`src/rtl/xover_pkg.sv`:
```
package xover_pkg;
  localparam int ADDR_W = 5;
  localparam int DATA_W = 16;

  localparam logic [ADDR_W-1:0] REG_BSR  = 5'd1;
  localparam logic [ADDR_W-1:0] REG_ADV  = 5'd4;
  localparam logic [ADDR_W-1:0] REG_LPA  = 5'd5;
  localparam logic [ADDR_W-1:0] REG_EXP  = 5'd6;
  localparam logic [ADDR_W-1:0] REG_MODE = 5'd31;

  localparam int BIT_LINK  = 2;
  localparam int BIT_ABIL  = 3;
  localparam int BIT_CMPL  = 5;
  localparam int BIT_PNEG  = 0;
  localparam int BIT_PAUSE = 10;
  localparam int MODE_LO   = 2;

  localparam int ST_LINK  = 0;
  localparam int ST_SPD   = 1;
  localparam int ST_FDX   = 2;
  localparam int ST_PAUSE = 3;

  typedef enum logic [2:0] {
    S_IDLE, S_WAIT, S_LINK, S_ANEG, S_MODE, S_EXP, S_ADV, S_LPA
  } seq_state_t;
endpackage

```
`src/rtl/ms_wait_timer.sv`:
```
module ms_wait_timer #(
  parameter int WAIT_MS = 2000
) (
  input  logic clk,
  input  logic rst_n,
  input  logic run,
  input  logic tick,
  output logic expire
);
  localparam int CW = (WAIT_MS > 1) ? $clog2(WAIT_MS + 1) : 1;
  localparam logic [CW-1:0] LAST = CW'(WAIT_MS - 1);

  logic [CW-1:0] cnt;

  always_ff @(posedge clk or negedge rst_n) begin
    if (!rst_n)            cnt <= '0;
    else if (!run)         cnt <= '0;
    else if (tick)         cnt <= (cnt == LAST) ? '0 : cnt + 1'b1;
  end

  assign expire = run && tick && (cnt == LAST);

  assert_tick_bound_R2: assert property (@(posedge clk) disable iff (!rst_n)
    cnt <= LAST);
endmodule

```
`src/rtl/mgmt_read_port.sv`:
```
module mgmt_read_port #(
  parameter int AW = 5,
  parameter int DW = 16
) (
  input  logic          clk,
  input  logic          rst_n,
  input  logic          go,
  input  logic [AW-1:0] go_addr,
  output logic          rd_valid,
  output logic [AW-1:0] rd_addr,
  input  logic          rd_ready,
  input  logic          rsp_valid,
  input  logic [DW-1:0] rsp_data,
  output logic          rsp_ready,
  output logic          got,
  output logic [DW-1:0] got_data
);
  logic          pend_req, pend_rsp;
  logic [AW-1:0] addr_q;

  always_ff @(posedge clk or negedge rst_n) begin
    if (!rst_n) begin
      pend_req <= 1'b0;
      pend_rsp <= 1'b0;
      addr_q   <= '0;
    end else begin
      if (go && !pend_req && !pend_rsp) begin
        pend_req <= 1'b1;
        addr_q   <= go_addr;
      end
      if (pend_req && rd_ready) begin
        pend_req <= 1'b0;
        pend_rsp <= 1'b1;
      end
      if (pend_rsp && rsp_valid) pend_rsp <= 1'b0;
    end
  end

  assign rd_valid  = pend_req;
  assign rd_addr   = addr_q;
  assign rsp_ready = pend_rsp;
  assign got       = pend_rsp && rsp_valid;
  assign got_data  = rsp_data;

  assert_addr_hold_R9: assert property (@(posedge clk) disable iff (!rst_n)
    (rd_valid && !rd_ready) |=> (rd_valid && $stable(rd_addr)));

  assert_single_outstanding_R9: assert property (@(posedge clk) disable iff (!rst_n)
    !(rd_valid && rsp_ready));
endmodule

```
`src/rtl/speed_mode_decode.sv`:
```
module speed_mode_decode (
  input  logic [2:0] code,
  output logic       spd100,
  output logic       fdx
);
  always_comb begin
    spd100 = 1'b0;
    fdx    = 1'b0;
    case (code)
      3'd1: ;
      3'd5: fdx = 1'b1;
      3'd2: spd100 = 1'b1;
      3'd6: begin spd100 = 1'b1; fdx = 1'b1; end
      default: ;
    endcase
  end
endmodule

```
`src/rtl/xover_link_seq.sv`:
```
module xover_link_seq
  import xover_pkg::*;
#(
  parameter int MAX_TRIES = 100,
  parameter int WAIT_MS   = 2000
) (
  input  logic              clk,
  input  logic              rst_n,
  input  logic              start,
  input  logic              ms_tick,
  output logic              rd_valid,
  output logic [ADDR_W-1:0] rd_addr,
  input  logic              rd_ready,
  input  logic              rsp_valid,
  input  logic [DATA_W-1:0] rsp_data,
  output logic              rsp_ready,
  output logic              xover_sel,
  output logic [3:0]        status,
  output logic              done,
  output logic              fail
);
  localparam int TW = (MAX_TRIES > 1) ? $clog2(MAX_TRIES + 1) : 1;
  localparam logic [TW-1:0] TRY_LAST = TW'(MAX_TRIES - 1);

  seq_state_t        state;
  logic [TW-1:0]     tries;
  logic              abil;
  logic              go_q;
  logic [ADDR_W-1:0] go_addr_q;
  logic              expire, got;
  logic [DATA_W-1:0] got_data;
  logic              dec_spd, dec_fdx;

  ms_wait_timer #(.WAIT_MS(WAIT_MS)) u_timer (
    .clk(clk), .rst_n(rst_n), .run(state == S_WAIT), .tick(ms_tick), .expire(expire)
  );

  mgmt_read_port #(.AW(ADDR_W), .DW(DATA_W)) u_port (
    .clk(clk), .rst_n(rst_n), .go(go_q), .go_addr(go_addr_q),
    .rd_valid(rd_valid), .rd_addr(rd_addr), .rd_ready(rd_ready),
    .rsp_valid(rsp_valid), .rsp_data(rsp_data), .rsp_ready(rsp_ready),
    .got(got), .got_data(got_data)
  );

  speed_mode_decode u_dec (
    .code(got_data[MODE_LO+2:MODE_LO]), .spd100(dec_spd), .fdx(dec_fdx)
  );

  always_ff @(posedge clk or negedge rst_n) begin
    if (!rst_n) begin
      state     <= S_IDLE;
      tries     <= '0;
      abil      <= 1'b0;
      go_q      <= 1'b0;
      go_addr_q <= '0;
      xover_sel <= 1'b0;
      status    <= '0;
      done      <= 1'b0;
      fail      <= 1'b0;
    end else begin
      go_q <= 1'b0;
      case (state)
        S_IDLE: if (start) begin
          state     <= S_WAIT;
          tries     <= '0;
          abil      <= 1'b0;
          xover_sel <= 1'b0;
          status    <= '0;
          done      <= 1'b0;
          fail      <= 1'b0;
        end
        S_WAIT: if (expire) begin
          state     <= S_LINK;
          go_q      <= 1'b1;
          go_addr_q <= REG_BSR;
        end
        S_LINK: if (got) begin
          if (got_data[BIT_LINK]) begin
            state     <= S_ANEG;
            go_q      <= 1'b1;
            go_addr_q <= REG_BSR;
          end else begin
            xover_sel <= ~xover_sel;
            if (tries == TRY_LAST) begin
              fail  <= 1'b1;
              state <= S_IDLE;
            end else begin
              tries <= tries + 1'b1;
              state <= S_WAIT;
            end
          end
        end
        S_ANEG: if (got) begin
          if (!got_data[BIT_CMPL]) begin
            done  <= 1'b1;
            state <= S_IDLE;
          end else begin
            abil      <= got_data[BIT_ABIL];
            state     <= S_MODE;
            go_q      <= 1'b1;
            go_addr_q <= REG_MODE;
          end
        end
        S_MODE: if (got) begin
          status[ST_SPD] <= dec_spd;
          status[ST_FDX] <= dec_fdx;
          if (abil) begin
            state     <= S_EXP;
            go_q      <= 1'b1;
            go_addr_q <= REG_EXP;
          end else begin
            status[ST_LINK] <= 1'b1;
            done            <= 1'b1;
            state           <= S_IDLE;
          end
        end
        S_EXP: if (got) begin
          if (got_data[BIT_PNEG]) begin
            state     <= S_ADV;
            go_q      <= 1'b1;
            go_addr_q <= REG_ADV;
          end else begin
            status[ST_LINK] <= 1'b1;
            done            <= 1'b1;
            state           <= S_IDLE;
          end
        end
        S_ADV: if (got) begin
          if (got_data[BIT_PAUSE]) begin
            state     <= S_LPA;
            go_q      <= 1'b1;
            go_addr_q <= REG_LPA;
          end else begin
            status[ST_LINK] <= 1'b1;
            done            <= 1'b1;
            state           <= S_IDLE;
          end
        end
        S_LPA: if (got) begin
          status[ST_PAUSE] <= got_data[BIT_PAUSE];
          status[ST_LINK]  <= 1'b1;
          done             <= 1'b1;
          state            <= S_IDLE;
        end
        default: state <= S_IDLE;
      endcase
    end
  end

  assert_done_fail_excl_R4: assert property (@(posedge clk) disable iff (!rst_n)
    !(done && fail));

  assert_fail_quiet_R4: assert property (@(posedge clk) disable iff (!rst_n)
    fail |-> !rd_valid);

  assert_xover_flip_R3: assert property (@(posedge clk) disable iff (!rst_n)
    (state == S_LINK && got && !got_data[BIT_LINK]) |=> (xover_sel != $past(xover_sel)));

  assert_xover_keep_R3: assert property (@(posedge clk) disable iff (!rst_n)
    (state == S_LINK && got && got_data[BIT_LINK]) |=> $stable(xover_sel));

  assert_done_link_R8: assert property (@(posedge clk) disable iff (!rst_n)
    (state == S_MODE && got && !abil) |=> (done && status[ST_LINK]));
endmodule

```
`config.mk`:
```
export PLATFORM = sky130hd
export DESIGN_NAME = xover_link_seq
export DESIGN_NICKNAME = d
export VERILOG_FILES = /design/src/rtl/xover_pkg.sv /design/src/rtl/ms_wait_timer.sv /design/src/rtl/mgmt_read_port.sv /design/src/rtl/speed_mode_decode.sv /design/src/rtl/xover_link_seq.sv
export SDC_FILE = /design/constraint.sdc
export NUM_CORES = 1
export LEC_CHECK = 0
export ABC_AREA = 1
export BUFFER_PORTS_ARGS = -buffer_cell sky130_fd_sc_hd__buf_2
export CAP_MARGIN = 10
export CELL_PAD_IN_SITES_DETAIL_PLACEMENT = 1
export CELL_PAD_IN_SITES_GLOBAL_PLACEMENT = 1
export CORE_ASPECT_RATIO = 0.9
export CORE_UTILIZATION = 32
export DETAILED_ROUTE_END_ITERATION = 6
export GPL_TIMING_DRIVEN = 1
export PLACE_DENSITY_LB_ADDON = 0.1
export SKIP_CTS_REPAIR_TIMING = 1
export SLEW_MARGIN = 30
export SYNTH_ARGS = -nofsm -noshare
export SYNTH_HDL_FRONTEND = slang
export SYNTH_SLANG_ARGS = --single-unit
```
`constraint.sdc`:
```
create_clock -name clk -period 1.45 [get_ports clk]
set_clock_uncertainty 0.05 [all_clocks]
set_input_delay 0.2175 -clock clk [delete_from_list [all_inputs] [get_ports clk]]
set_output_delay 0.2175 -clock clk [all_outputs]
set_load 0.01 [all_outputs]
```
* After elaboration in Yosys (flattened, before gate mapping) *
Index checks and enable logic that the tools add are counted.
W data, S select, Z words.

storage, ports and cells
  bits in registers = 42
  bits of input ports = 22
  output and inout port bits = 14
  logic and storage cells = 161

operators by class
  add/subtract/negate cells = 2
  eq/ne operators = 33
  mux-type cells = 80
  bitwise gates (word level) = 1
  reductions and logical operators = 30

operator list
  cell                     count
  $mux W5                  11
  $ne A2 B2 Y1 const B     21
  $mux W3                  13
  $mux W1                  36
  $mux W11                 3
  $pmux W5 S6              1
  $mux W7                  4
  $pmux W3 S8              1
  $eq A3 B3 Y1 const B     6
  $pmux W7 S2              1
  $pmux W1 S6              2
  $reduce_and A12 Y1       1
  $reduce_bool A2 Y1       6
  $reduce_bool A6 Y1       2
  $add A11 B1 Y11 const B  1
  $eq A11 B11 Y1 const B   1
  $reduce_and A11 Y1       1
  $reduce_and A5 Y1        2
  $eq A3 B2 Y1 const B     3
  $reduce_and A9 Y1        1
  $pmux W1 S2              4
  $reduce_and A4 Y1        2
  $reduce_and A8 Y1        1
  $add A7 B1 Y7 const B    1
  13 further kinds         21

* Longest topological paths before layout *
  depth after elaboration = 5
  gate-level depth with buffers = 10
  gate-level depth less buffers = 9

* Cells and area by module *
From an unflattened synthesis, not the netlist that was laid out.

unflattened totals
  cells, all modules = 352
  area, all modules = 2610.0 um2

by module, submodules not included
  module             instances  cells an instance  area an instance (um2)  seq. area each (um2)
  xover_link_seq     1          205                1482.7                  575.6
  ms_wait_timer      1          93                 693.2                   275.3
  mgmt_read_port     1          48                 409.1                   175.2
  speed_mode_decode  1          6                  25.0                    0.0

* Worst setup path before layout *
OpenSTA, ideal clock, no wires.

  path type = reg2reg
  from = register u_timer.cnt[0]
  to = register u_timer.cnt[8]
  library setup time = 126 ps
  arrival = 1230 ps
  data required time = 1274 ps
  path slack = 44 ps
  stages on the path, launching flop included = 9
  buffers on the path = 0
  period minus slack after synthesis = 1406 ps
  path through = dfrtp_1 > ha_1 > nand3_1 > nor2_1 > nand2_1 > nand2_1 > inv_1 > nand3_1 > o21ai_0

on the way
  longest elaborated chain between the ends = 4
  elaborated cells on any way between the ends = 5
  classes of those cells = 1 x add/sub; 1 x eq/ne; 3 x mux

RTL lines
  element                                                   RTL line             source
  start: declaration                                        ms_wait_timer.sv:13  logic [CW-1:0] cnt;
  start signal: assignment                                  ms_wait_timer.sv:18  else if (tick) cnt <= (cnt == LAST) ? '0 : cnt + 1'b1;
  $add A11 B1 Y11 / $eq A11 B11 Y1 (equally long branches)  ms_wait_timer.sv:18
  $mux W11 * (2 in series)                                  ms_wait_timer.sv:18
  $mux W11 *                                                ms_wait_timer.sv:17  else if (!run) cnt <= '0;

Every way passes the cells marked *; elsewhere a longest branch is shown, timed or not. The select of a mux whose other input is x is not followed.
A chain may end at the register's enable or synchronous reset.

* Worst setup path in the final report *
  from = register state[2]
  to = register state[2]

on the way
  longest elaborated chain between the ends = 5
  elaborated cells on any way between the ends = 20
  classes of those cells = 15 x eq/ne; 1 x mux; 4 x reduce/logical

RTL lines
  element                            RTL line                                    source
  start: declaration                 xover_link_seq.sv:25                        seq_state_t state;
  start signal: assignment           xover_link_seq.sv:51                        state <= S_IDLE;
  start signal: assignment           xover_link_seq.sv:64                        state <= S_WAIT;
  start signal: assignment           xover_link_seq.sv:73                        state <= S_LINK;
  $eq A3 B1 Y1                       xover_link_seq.sv:35, xover_link_seq.sv:62
  $logic_and A1 B1 Y1 (2 in series)  ms_wait_timer.sv:21                         assign expire = run && tick && (cnt == LAST);
  $ne A2 B2 Y1 (no line)             --
  $reduce_and A8 Y1 (no line)        --

Parallel ways exist; a longest one is shown, timed or not.

==> flow_summary.yaml <==
synthesis:
  syn_nets: 325
  synth_seq_cells: 40
  yosysTopAreaCell: "dfrtp_1"
  yosys-top-cells-area: "dfrtp_1, nand2_1, nand3_1, inv_1, nor2_1"
  yosysWarnings: 0
  yosys.area.top_type_share: 0.445
  synth_cell_type_count: 30
  avgSynthCellArea_sq_um: 7.47
  synthesis.area_sq_um: 2250
  seq_area_frac_synth: 0.445
  syn_inst: 301
timing:
  period_needed_ns: 1.54
  setup_ws_ns: -0.0909
  grt_setup_unrepaired: "true"
  tightestPinTransition_ns: 0.437
  relSlewSlack: 0.709
  hold_viol_final: 0
  max_freq_mhz: 649
  hold_slack_ns: 0.0565
  fin_crit_sh: 1.06
  setup_violations: 17
  final_max_slew_viol_count: 0
drt:
  ant_nets: 0
  first_iter_violations: 36
  drt_first_pass_iters: 4
  route.vias.total: 2279
  vias_per_cell: 4.77
  routed_wl_mm: 6.67
  wl_per_cell_um: 14.0
  drc: 0
pwr:
  cellLeakagePower_nw: 1.65
  clkPwrFrac: 0.170
  peakVddDrop_v: 0.000788
  power_frac_comb: 0.553
  power_density_nw_per_um2: 1730
  p_int_w: 0.00335
  power_frac_seq: 0.277
  p_sw_w: 0.00242
  swShare: 0.419
clock_tree:
  clkSinkCount: 40
  ctsLongestPathBuffers: 2
  insertion_delay_ns: 0.30
  clk_pin_slew_ns: 0.09
  cts_buffers: 5
  cts_root_buf: "clkbuf_8"
  cts_tree: "yes"
  h-tree-depth: 2
placement:
  dpl.hpwl_mm: 4.70
  port_buffers: 25
  place_congestion: 0.844
  placedInstanceArea_sq_um: 2780
worst_setup_path:
  crit_slowest_cell: "dfrtp_2"
  crit_fanout: 6
  r2r-end: "state[2]"
  required_ns: 1.58
  startpoint_type: "flip-flop"
  critPathArrivalTime_ns: 1.67
  cp-end-kind: "flip-flop"
  r2r_cells: 8
  ff2ff_setup_slack_ns: -0.09
  worst_path_most_repeated_cell: "buf_4"
  crit_type: "reg -> reg"
  r2r-start: "state[2]"
  cpPeakStageDelay_ns: 0.50
  crit_chain: "inv_2, nand3_4, buf_4, inv_1, nand2_4, buf_4, nand3_1, nand2_1"
finish:
  drive_gt1_frac: 0.425
  diodes: 0
  post-route-cell-area_sq_um: 3330
  fin_nets: 411
  areaGrowthSynthToFinish_pct: 48.2
min_path:
  whs_path_depth: 2
  hold_end: "u_port.rd_valid"
  hold_class: "in -> reg"
  holdCritStartpoint: "rd_ready"
job:
  max_cap_viol_count: 0
status:
  outcome: "finished with violations"
  violations: "setup timing"
global_route:
  overflow: 0
  grt_antenna_before_repair: 0
  first_global_vias: 2128
  grt_util_all_layers: 0.178
  grt_pass1_wl_mm: 10.3
  grt_max_degree: 26
floorplanning:
  ios: 36
  die-area_sq_um: 7360
  rows: 28
  die_h_um: 81.5
  die_w_um: 90.3
  core_area_sq_um: 6690
  initial_utilization: 0.336
-- kinds of logic after synthesis --
logic type      count (synthesis)  share of synthesized area
compound gates                 36                     0.0863
xor+xnor                        5                     0.0195
fa+ha+maj                       2                     0.0111
buf+inv                        43                     0.0796
flops                          40                      0.445
mux                             4                     0.0200
simple gates                  171                      0.338
-- critical path, delay by kind of cell, from the launching register on --
| family | cells | cell delay, ns |
|---|---|---|
| AND/OR/NAND/NOR | 4 | 0.36 |
| buffers and inverters | 4 | 0.51 |
| flip-flops | 1 | 0.50 |
-- synth_stat cells, drive strengths merged --
master / instances
nand2: 93
dfrtp: 40
inv: 38
nor2: 36
nand3: 30
o21ai: 23
nand4: 7
a21oi: 6
buf: 5
mux2: 4
xor2: 4
o22ai: 3
ha: 2
nor3b: 2
a21boi: 1
nand3b: 1
nor3: 1
o21a: 1
o21bai: 1
o31ai: 1
or2: 1
xnor2: 1
-- placed cells by master (no fill, tap or decap), types with 11 or more instances in the layout --
master   synthesis  layout
buf_4            2      48
inv_1           34      31
nor2_1          30      17
dfrtp_1         40      37
nand3_1         28      21
nand2_1         90      71
buf_2            2      25
o21ai_1          5      11
nand2_2          3      16
nor2_4           3      11
-- through the flow --
step,setup WS (ns),cells,total power [W],util,setup TNS [ns]
6_report,-0.0909,478,0.00576,0.498,-0.678
3_5_place_dp,-0.158,454,0.00402,0.416,-2.65
2_1_floorplan,0.0437,301,0.00295,-,0
3_3_place_gp,-0.110,454,0.00395,0.416,-1.88
4_1_cts,-0.175,462,0.00503,0.433,-3.66
5_1_grt,-0.158,478,0.00615,0.498,-2.74
-- worst max path at each step --
| stage | startpoint | to | slack [ns] | depth (start not counted) |
|---|---|---|---|---|
| after global routing | state[0] | tries[3] | -0.16 | 8 |
| after CTS | u_timer.cnt[0] | go_addr_q[3] | -0.18 | 8 |
| after detailed placement | state[2] | go_addr_q[3] | -0.16 | 9 |
| after floorplan | u_timer.cnt[0] | u_timer.cnt[8] | 0.04 | 8 |
| after global placement | state[2] | go_addr_q[3] | -0.11 | 7 |
| final | state[2] | state[2] | -0.09 | 8 |
-- routing by layer --
layer,share of wire,global-route usage,up-vias
met5,0,0,-
met1,0.49,0.251,1097
met2,0.47,0.288,31
met3,0.021,0.0250,8
met4,0.014,0.0484,0
li1,-,-,1143
-- power groups by stage --
stage	clock network [W]	registers [W]	logic (W)
2_1_floorplan	0	0.00159	0.00136
3_3_place_gp	0	0.00158	0.00238
3_5_place_dp	0	0.00159	0.00244
4_1_cts	0.00101	0.00156	0.00246
5_1_grt	0.00103	0.00163	0.00349
6_report	0.000978	0.00160	0.00319
-- final cells by class --
class | instances | area [sq um]
multi-input combinational | 218 | 1340
clock buffer | 5 | 68.8
fill | 837 | 3360
sequential | 40 | 1000
tap | 90 | 113
clock inverter | 3 | 46.3
inverter | 38 | 145
timing repair buffer | 84 | 617
-- state kept, by name, indices dropped and copies added (netlist names) --
register,count
abil,1
done,1
fail,1
go_addr_q,4
go_q,1
state,3
status,4
tries,7
u_port.rd_addr,4
u_port.rd_valid,1
u_port.rsp_ready,1
u_timer.cnt,11
xover_sel,1
(Power assumes the default switching activity.)
